===== config.mk =====
export PLATFORM = sky130hd
export DESIGN_NAME = flag_adder
export DESIGN_NICKNAME = d
export VERILOG_FILES = /design/src/rtl/flag_adder_pkg.sv /design/src/rtl/flag_adder_sum.sv /design/src/rtl/flag_adder_cond.sv /design/src/rtl/flag_adder.sv
export SDC_FILE = /design/constraint.sdc
export NUM_CORES = 1
export LEC_CHECK = 0
export ABC_AREA = 1
export BUFFER_PORTS_ARGS = -buffer_cell sky130_fd_sc_hd__buf_4
export CAP_MARGIN = 5
export CORE_MARGIN = 2
export CORE_UTILIZATION = 56
export CTS_CLUSTER_SIZE = 30
export DETAILED_ROUTE_END_ITERATION = 8
export PLACE_DENSITY_LB_ADDON = 0.15
export SETUP_SLACK_MARGIN = 0.15
export SYNTH_ARGS = -nofsm -noshare
export SYNTH_HDL_FRONTEND = slang
export SYNTH_SLANG_ARGS = --single-unit

===== constraint.sdc =====
create_clock -name clk -period 3.5 [get_ports clk]
set_clock_uncertainty 0.1 [all_clocks]
set_input_delay 0.175 -clock clk [delete_from_list [all_inputs] [get_ports clk]]
set_output_delay 0.175 -clock clk [all_outputs]
set_load 0.01 [all_outputs]

===== src/rtl/flag_adder_pkg.sv =====
package flag_adder_pkg;

    parameter int unsigned DATA_W = 16;
    parameter int unsigned HALF_W = DATA_W / 2;
    parameter int unsigned NIB_W  = 4;

    typedef struct packed {
        logic ovf;
        logic sgn;
        logic zro;
        logic aux;
        logic par;
        logic cry;
    } cond_t;

    localparam int unsigned COND_W = $bits(cond_t);

endpackage


===== src/rtl/flag_adder_sum.sv =====
module flag_adder_sum
    import flag_adder_pkg::*;
#(
    parameter int unsigned W = DATA_W
) (
    input  logic [W-1:0] a_i,
    input  logic [W-1:0] b_i,
    input  logic         wide_i,
    output logic [W-1:0] sum_o,
    output logic         cout_o,
    output logic         cnib_o,
    output logic         ovf_o
);
    localparam int unsigned H = W / 2;

    logic [W:0]       full_sum;
    logic [H:0]       half_sum;
    logic [NIB_W:0]   nib_sum;

    always_comb begin
        full_sum = {1'b0, a_i} + {1'b0, b_i};
        half_sum = {1'b0, a_i[H-1:0]} + {1'b0, b_i[H-1:0]};
        nib_sum  = {1'b0, a_i[NIB_W-1:0]} + {1'b0, b_i[NIB_W-1:0]};
        cnib_o   = nib_sum[NIB_W];
        if (wide_i) begin
            sum_o  = full_sum[W-1:0];
            cout_o = full_sum[W];
            ovf_o  = (a_i[W-1] == b_i[W-1]) && (full_sum[W-1] != a_i[W-1]);
        end else begin
            sum_o  = {{(W-H){1'b0}}, half_sum[H-1:0]};
            cout_o = half_sum[H];
            ovf_o  = (a_i[H-1] == b_i[H-1]) && (half_sum[H-1] != a_i[H-1]);
        end
    end

endmodule


===== src/rtl/flag_adder_cond.sv =====
module flag_adder_cond
    import flag_adder_pkg::*;
#(
    parameter int unsigned W = DATA_W
) (
    input  logic [W-1:0] sum_i,
    input  logic         wide_i,
    input  logic         cout_i,
    input  logic         cnib_i,
    input  logic         ovf_i,
    output cond_t        cond_o
);
    localparam int unsigned H = W / 2;

    logic [H:0] par_chain;

    assign par_chain[0] = 1'b0;
    for (genvar g = 0; g < H; g++) begin : g_par
        assign par_chain[g+1] = par_chain[g] ^ sum_i[g];
    end

    always_comb begin
        cond_o.cry = cout_i;
        cond_o.par = ~par_chain[H];
        cond_o.aux = cnib_i;
        cond_o.zro = wide_i ? (sum_i == '0) : (sum_i[H-1:0] == '0);
        cond_o.sgn = wide_i ? sum_i[W-1] : sum_i[H-1];
        cond_o.ovf = ovf_i;
    end

endmodule


===== src/rtl/flag_adder.sv =====
module flag_adder
    import flag_adder_pkg::*;
(
    input  logic              clk,
    input  logic              rst_n,
    input  logic [DATA_W-1:0] op_a,
    input  logic [DATA_W-1:0] op_b,
    input  logic              size_word,
    input  logic              add_valid,
    input  logic              move_valid,
    output logic [DATA_W-1:0] result,
    output logic [COND_W-1:0] flags,
    output logic              result_valid
);
    typedef struct packed {
        logic [DATA_W-1:0] res;
        cond_t             cond;
        logic              vld;
    } state_t;

    state_t            st_d, st_q;
    logic [DATA_W-1:0] sum_w;
    logic              cout_w, cnib_w, ovf_w;
    cond_t             cond_w;
    logic [DATA_W-1:0] move_w;

    flag_adder_sum #(.W(DATA_W)) i_sum (
        .a_i   (op_a),
        .b_i   (op_b),
        .wide_i(size_word),
        .sum_o (sum_w),
        .cout_o(cout_w),
        .cnib_o(cnib_w),
        .ovf_o (ovf_w)
    );

    flag_adder_cond #(.W(DATA_W)) i_cond (
        .sum_i (sum_w),
        .wide_i(size_word),
        .cout_i(cout_w),
        .cnib_i(cnib_w),
        .ovf_i (ovf_w),
        .cond_o(cond_w)
    );

    assign move_w = size_word ? op_b : {{(DATA_W-HALF_W){1'b0}}, op_b[HALF_W-1:0]};

    always_comb begin
        st_d     = st_q;
        st_d.vld = 1'b0;
        if (add_valid) begin
            st_d.res  = sum_w;
            st_d.cond = cond_w;
            st_d.vld  = 1'b1;
        end else if (move_valid) begin
            st_d.res = move_w;
            st_d.vld = 1'b1;
        end
    end

    always_ff @(posedge clk) begin
        if (!rst_n) st_q <= '0;
        else        st_q <= st_d;
    end

    assign result       = st_q.res;
    assign flags        = st_q.cond;
    assign result_valid = st_q.vld;

    assert_valid_pulse_R2: assert property (@(posedge clk) disable iff (!rst_n)
        $past(rst_n) |-> (result_valid == $past(add_valid || move_valid)));

    assert_move_keeps_flags_R10: assert property (@(posedge clk) disable iff (!rst_n)
        (move_valid && !add_valid) |=> $stable(flags));

    assert_idle_holds_R12: assert property (@(posedge clk) disable iff (!rst_n)
        (!move_valid && !add_valid) |=> ($stable(flags) && $stable(result) && !result_valid));

    assert_byte_upper_zero_R9: assert property (@(posedge clk) disable iff (!rst_n)
        ((add_valid || move_valid) && !size_word) |=> (result[DATA_W-1:HALF_W] == '0));

    assert_parity_low_byte_R4: assert property (@(posedge clk) disable iff (!rst_n)
        add_valid |=> (flags[1] == ~(^result[HALF_W-1:0])));

    assert_zero_flag_R6: assert property (@(posedge clk) disable iff (!rst_n)
        add_valid |=> (flags[3] == (result == '0)));

    assert_sign_word_R7: assert property (@(posedge clk) disable iff (!rst_n)
        (add_valid && size_word) |=> (flags[4] == result[DATA_W-1]));

    assert_sign_byte_R7: assert property (@(posedge clk) disable iff (!rst_n)
        (add_valid && !size_word) |=> (flags[4] == result[HALF_W-1]));

endmodule


==> Word level (Yosys, flattened, before mapping) <==
Cells that the tools add are included.
{ "word_totals": {"reg_bits": 23, "out_inout_bits": 23, "inputBits": 37} }
{ "classes": {"n_reduce_logical": 5, "eq_ne": 4, "n_bitwise": 8, "n_addsub": 3, "n_mux": 10} }
{ "op_table": {"columns": ["op", "count"], "rows": [
  ["two-way mux 16 bit", 4],
  ["adder 16 x 16 -> 17 bit", 1],
  ["logical NOT 16 bit", 1],
  ["adder 8 x 8 -> 9 bit", 1],
  ["logical NOT 8 bit", 1],
  ["XOR 1 bit", 7],
  ["two-way mux 1 bit", 6],
  ["adder 4 x 4 -> 5 bit", 1],
  ["equality test 1 bit", 2],
  ["logical AND 1 bit", 2],
  ["!= test 1 bit", 2],
  ["nonzero test 2 bit", 1],
  ["inverter 1 bit", 1]
]} }

==> Logic depth before layout (Yosys ltp) <==
{ "logic_depth": {"word_depth": 10, "depth_mapped": 17} }

==> Cells and area by module <==
A second synthesis with hierarchy kept.
{ "hier_totals": {"hier_cells": 383, "hier_area_um2": 2268.4} }
{ "modules_own_cells": {"columns": ["module", "instances", "area_per_inst_um2", "cells_per_inst"], "rows": [
  ["flag_adder", 1, 1042.2, 157],
  ["flag_adder_sum", 1, 1023.5, 181],
  ["flag_adder_cond", 1, 202.7, 45]
]} }

==> Worst setup path after synthesis <==
Ideal clock, no wire load.
{ "synth_timing": {"path_kind": "input-to-reg", "start": "input op_a[0]", "end": "register st_q, in the netlist flags[1]", "slack_ns": 1.351, "path_buffers": 1, "required_time_ns": 3.272, "cell_stages": 15, "setup_ns": 0.128, "t_arrival_ns": 1.920, "cell_sequence": "ha_1 -> inv_1 -> fa_1 -> clkbuf_1 -> ha_1 -> xor2_1 -> inv_1 -> nand2_1 -> nand2_1 -> nand2_1 -> nand2_1 -> nand2_1 -> nand3b_1 -> nand2_1 -> a21oi_1"} }
{ "synth_between": {"elab_chain_cells": 10, "word_cells_on_any_way": 11, "cone_classes": "add/sub: 2; mux: 1; bitwise: 8"} }
{ "synth_lines": {"columns": ["item", "line", "rtl"], "rows": [
  ["start: declaration", "flag_adder.sv:6", "input logic [DATA_W-1:0] op_a,"],
  ["adder 16 x 16 -> 17 bit or adder 8 x 8 -> 9 bit (tied branches)", "flag_adder_sum.sv:21, flag_adder_sum.sv:22", null],
  ["two-way mux 16 bit *", "flag_adder_sum.sv:25", "if (wide_i) begin"],
  ["XOR 1 bit (6 in series)", "flag_adder_cond.sv:19", "assign par_chain[g+1] = par_chain[g] ^ sum_i[g];"],
  ["XOR 1 bit *", "flag_adder_cond.sv:19", null],
  ["inverter 1 bit *", "flag_adder_cond.sv:24", "cond_o.par = ~par_chain[H];"],
  ["end signal: assignment", "flag_adder.sv:63", "else st_q <= st_d;"],
  ["end: declaration", "flag_adder.sv:21", "state_t st_d, st_q;"]
]} }
Mark *: on every way between the ends. The rest lies on a longest branch, timed or not.
A chain may end at the register's enable or synchronous reset.

==> Final worst setup path <==
Same ends and word-level chain as after synthesis.

==> run_results.csv <==
group,metric,value,unit
yosys,yosys-top-cells-area,"nand2_1 (22%), dfxtp_1 (21%), ha_1 (9.9%)",
detailed_routing,first_pass_iters,5,
cts,numCtsBuffers,3,
worst_setup_path,cpMostUsedCell,"nand2_1",
timing,setup_tns,0,ns
final_layout,syn2layout_area_growth,24.4,%
floorplanning,rows,22,
pwr,vdd_drop_max,0.129,mV
worst_setup_path,cp.required,3.60,ns
worst_setup_path,cp.arrival,2.18,ns
timing,worst_slew_pin_slew,0.596,ns
pwr,p_leak,1.48,nW
worst_setup_path,critPathBufInv,3,
pwr,cellPowerDensity,313,mW/mm²
floorplanning,die_height,66.0,µm
floorplanning,design.core.area,0.00369,mm²
detailed_routing,vias,2525,
timing,maxSlewHeadroom,0.600,
pwr,pwr-share-seq,0.348,
worst_setup_path,crit_type,"input port to flop",
final_layout,design_area,0.00268,mm²
detailed_routing,wl_per_cell,12.3,µm
final_layout,fillers,345,
timing,fin_crit,2.08,ns
worst_hold_path,holdCritPathClass,"input port to flop",
pwr,pwr-share-comb,0.452,
final_layout,drive_gt1_frac,0.193,
cts,clk_latency,0.26,ns
yosys,syn_area_per_cell,5.84,µm²
grt,grt_pass1_wl,9.43,mm
pwr,p_switching,324,µW
worst_setup_path,max_stage_delay,0.43,ns
placed_design,post_dp_cell_area,0.00264,mm²
yosys,synthDistinctLibCells,32,
cts,cts_buffer_depth,2,
detailed_routing,drc_errors,0,
cts,h-tree-depth,1,
floorplanning,start_util,0.584,
worst_setup_path,crit_family,"adder cells",
placed_design,gp_congestion,1.00,
placed_design,dp_slack,1.17,ns
timing,fin_ws,1.42,ns
final_layout,layout_common_cells,"nand2_1 (125), buf_4 (60), inv_1 (53)",
cts,clock-sinks,23,
final_layout,fin_cells,473,
timing,hold_viol_final,0,
worst_setup_path,path_max_fanout,3,
timing,fin_crit_sh,0.593,
cts,postCtsSetupBuffers,0,
pwr,switching_share,0.386,
final_layout,utilization,0.727,
yosys,syn_inst,369,
floorplanning,die_x,66.0,µm
pwr,p_total,839,µW
cts,cts_hold_buf,0,
detailed_routing,ant_nets,0,
yosys,yosysSeqAreaShare,0.214,
grt,grt_max_degree,24,
detailed_routing,drt_iter0_markers,174,
yosys,synth_top_area_share,0.218,
cts,clk_pin_slew,0.09,ns
outcome,status,"finished, final reports clean",
grt,overflow,0,
detailed_routing,drt-total-wl,5.84,mm
final_layout,final_common_cell,"nand2_1",
placed_design,port_buffers,59,
pwr,p_clk_frac,0.199,
timing,fmax,482,MHz
worst_setup_path,slowest_stage,"fa_1",
timing,report.final.slew_viol_count,0,
worst_setup_path,startpoint_type,"input port",
detailed_routing,viasPerCell,5.34,
cts,cts_tree,"built",
placed_design,place_inst,469,
grt,gr-usage-all-layers,0.278,
yosys,yosys.area.top_type,"nand2_1",
pwr,p_int,516,µW
timing,setup_viol,0,
final_layout,diodes,0,
worst_setup_path,crit_chain,"buf_4 > ha_1 > inv_1 > fa_1 > ha_1 > xor2_1 > inv_1 > nand2_1 > nand2_1 > nand2_1 > nand2_1 > nand2_1 > nand2_1 > nand2_1 > nand2_1 > a21oi_1",
floorplanning,die_area,0.00436,mm²
yosys,synth.net_count,424,
final_layout,fin_nets,481,
yosys,syn_area,0.00216,mm²
flow_run,max-cap-violations,0,
timing,hold-worst-slack,0.0300,ns
cts,cts_resized,0,
grt,grt_pass1_vias,2142,
placed_design,dpl.hpwl,4.62,mm
cts,clockRootBuffer,"clkbuf_8",
timing,grt_setup_unrepaired,"no",
yosys,ys_warn_count,0,
grt,antenna_found_initial,0,
floorplanning,io_pins,60,
yosys,synth_seq_cells,23,
worst_setup_path,endpoint_kind,"flop",
[layout make-up]
class                   instances  area [µm²]  area share
multi-input cells             280        1450       0.540
flip-flops and latches         23         460       0.172
repair buffers                 60         450       0.168
inverters                      58         218      0.0812
well taps                      48        60.1      0.0224
clock buffers                   3        41.3      0.0154
clock inverters                 1        5.00     0.00187
[power groups by stage]
stage | Sequential [mW] | Clock [mW] | Combinational [mW]
6_report | 0.292 | 0.167 | 0.380
3_3_place_gp | 0.298 | 0 | 0.366
4_1_cts | 0.292 | 0.170 | 0.375
2_1_floorplan | 0.308 | 0 | 0.243
5_1_grt | 0.295 | 0.181 | 0.426
3_5_place_dp | 0.299 | 0 | 0.373
[kinds of logic after synthesis]
logic type | count (synthesis) | synth area share
AND/OR/NAND/NOR | 220 | 0.442
buffers and inverters | 66 | 0.115
AO/OA/AOI/OAI | 40 | 0.114
flip-flops | 23 | 0.214
adder cells (fa/ha/maj) | 18 | 0.108
XOR/XNOR | 2 | 0.00813
[cell usage after synthesis]
cell,count
o211ai_1,1
inv_1,53
nor2_1,26
dfxtp_1,23
clkbuf_1,6
a21oi_1,13
a21oi_2,2
nor2_2,2
o21bai_1,1
clkinv_1,2
or2_1,1
or2_2,1
nand2_2,9
o21ai_0,5
a32oi_1,2
nand3b_1,1
a21o_1,1
nand3_1,39
inv_2,3
a22oi_1,1
o221ai_1,1
and3_1,1
ha_1,17
nand3_2,1
nor3_1,2
fa_1,1
buf_1,2
nand2_1,125
and2_1,1
xor2_1,2
nand4_1,11
a31oi_1,13
[registers in the layout, summed over array words and instances, names as in the netlist]
signal	cells
flags	6
result_valid	1
result	16
[per-layer routing]
| metal | vias up | GRT usage | share of wire |
|---|---|---|---|
| li1 | 1309 | - | - |
| met1 | 1108 | 0.411 | 0.48 |
| met2 | 102 | 0.439 | 0.44 |
| met3 | 6 | 0.0221 | 0.068 |
| met4 | 0 | 0.0638 | 0.0094 |
| met5 | - | 0 | 0 |
[tightest hold or removal path, cell delays in order]
cell	delay, ns
buf_4	0.11
nand2_1	0.05
inv_1	0.04
[path summary, 6_finish.rpt]
kind | from | end | slack [ns] | cells after the start
setup reg to reg | result[1] | result[1] | 2.69 | 4
setup / recovery | op_a[0] | flags[1] | 1.42 | 16
hold / removal | rst_n | result[1] | 0.03 | 3
hold reg to reg | flags[0] | flags[0] | 0.37 | 2
Note: power is estimated with default switching activity, not from simulation.
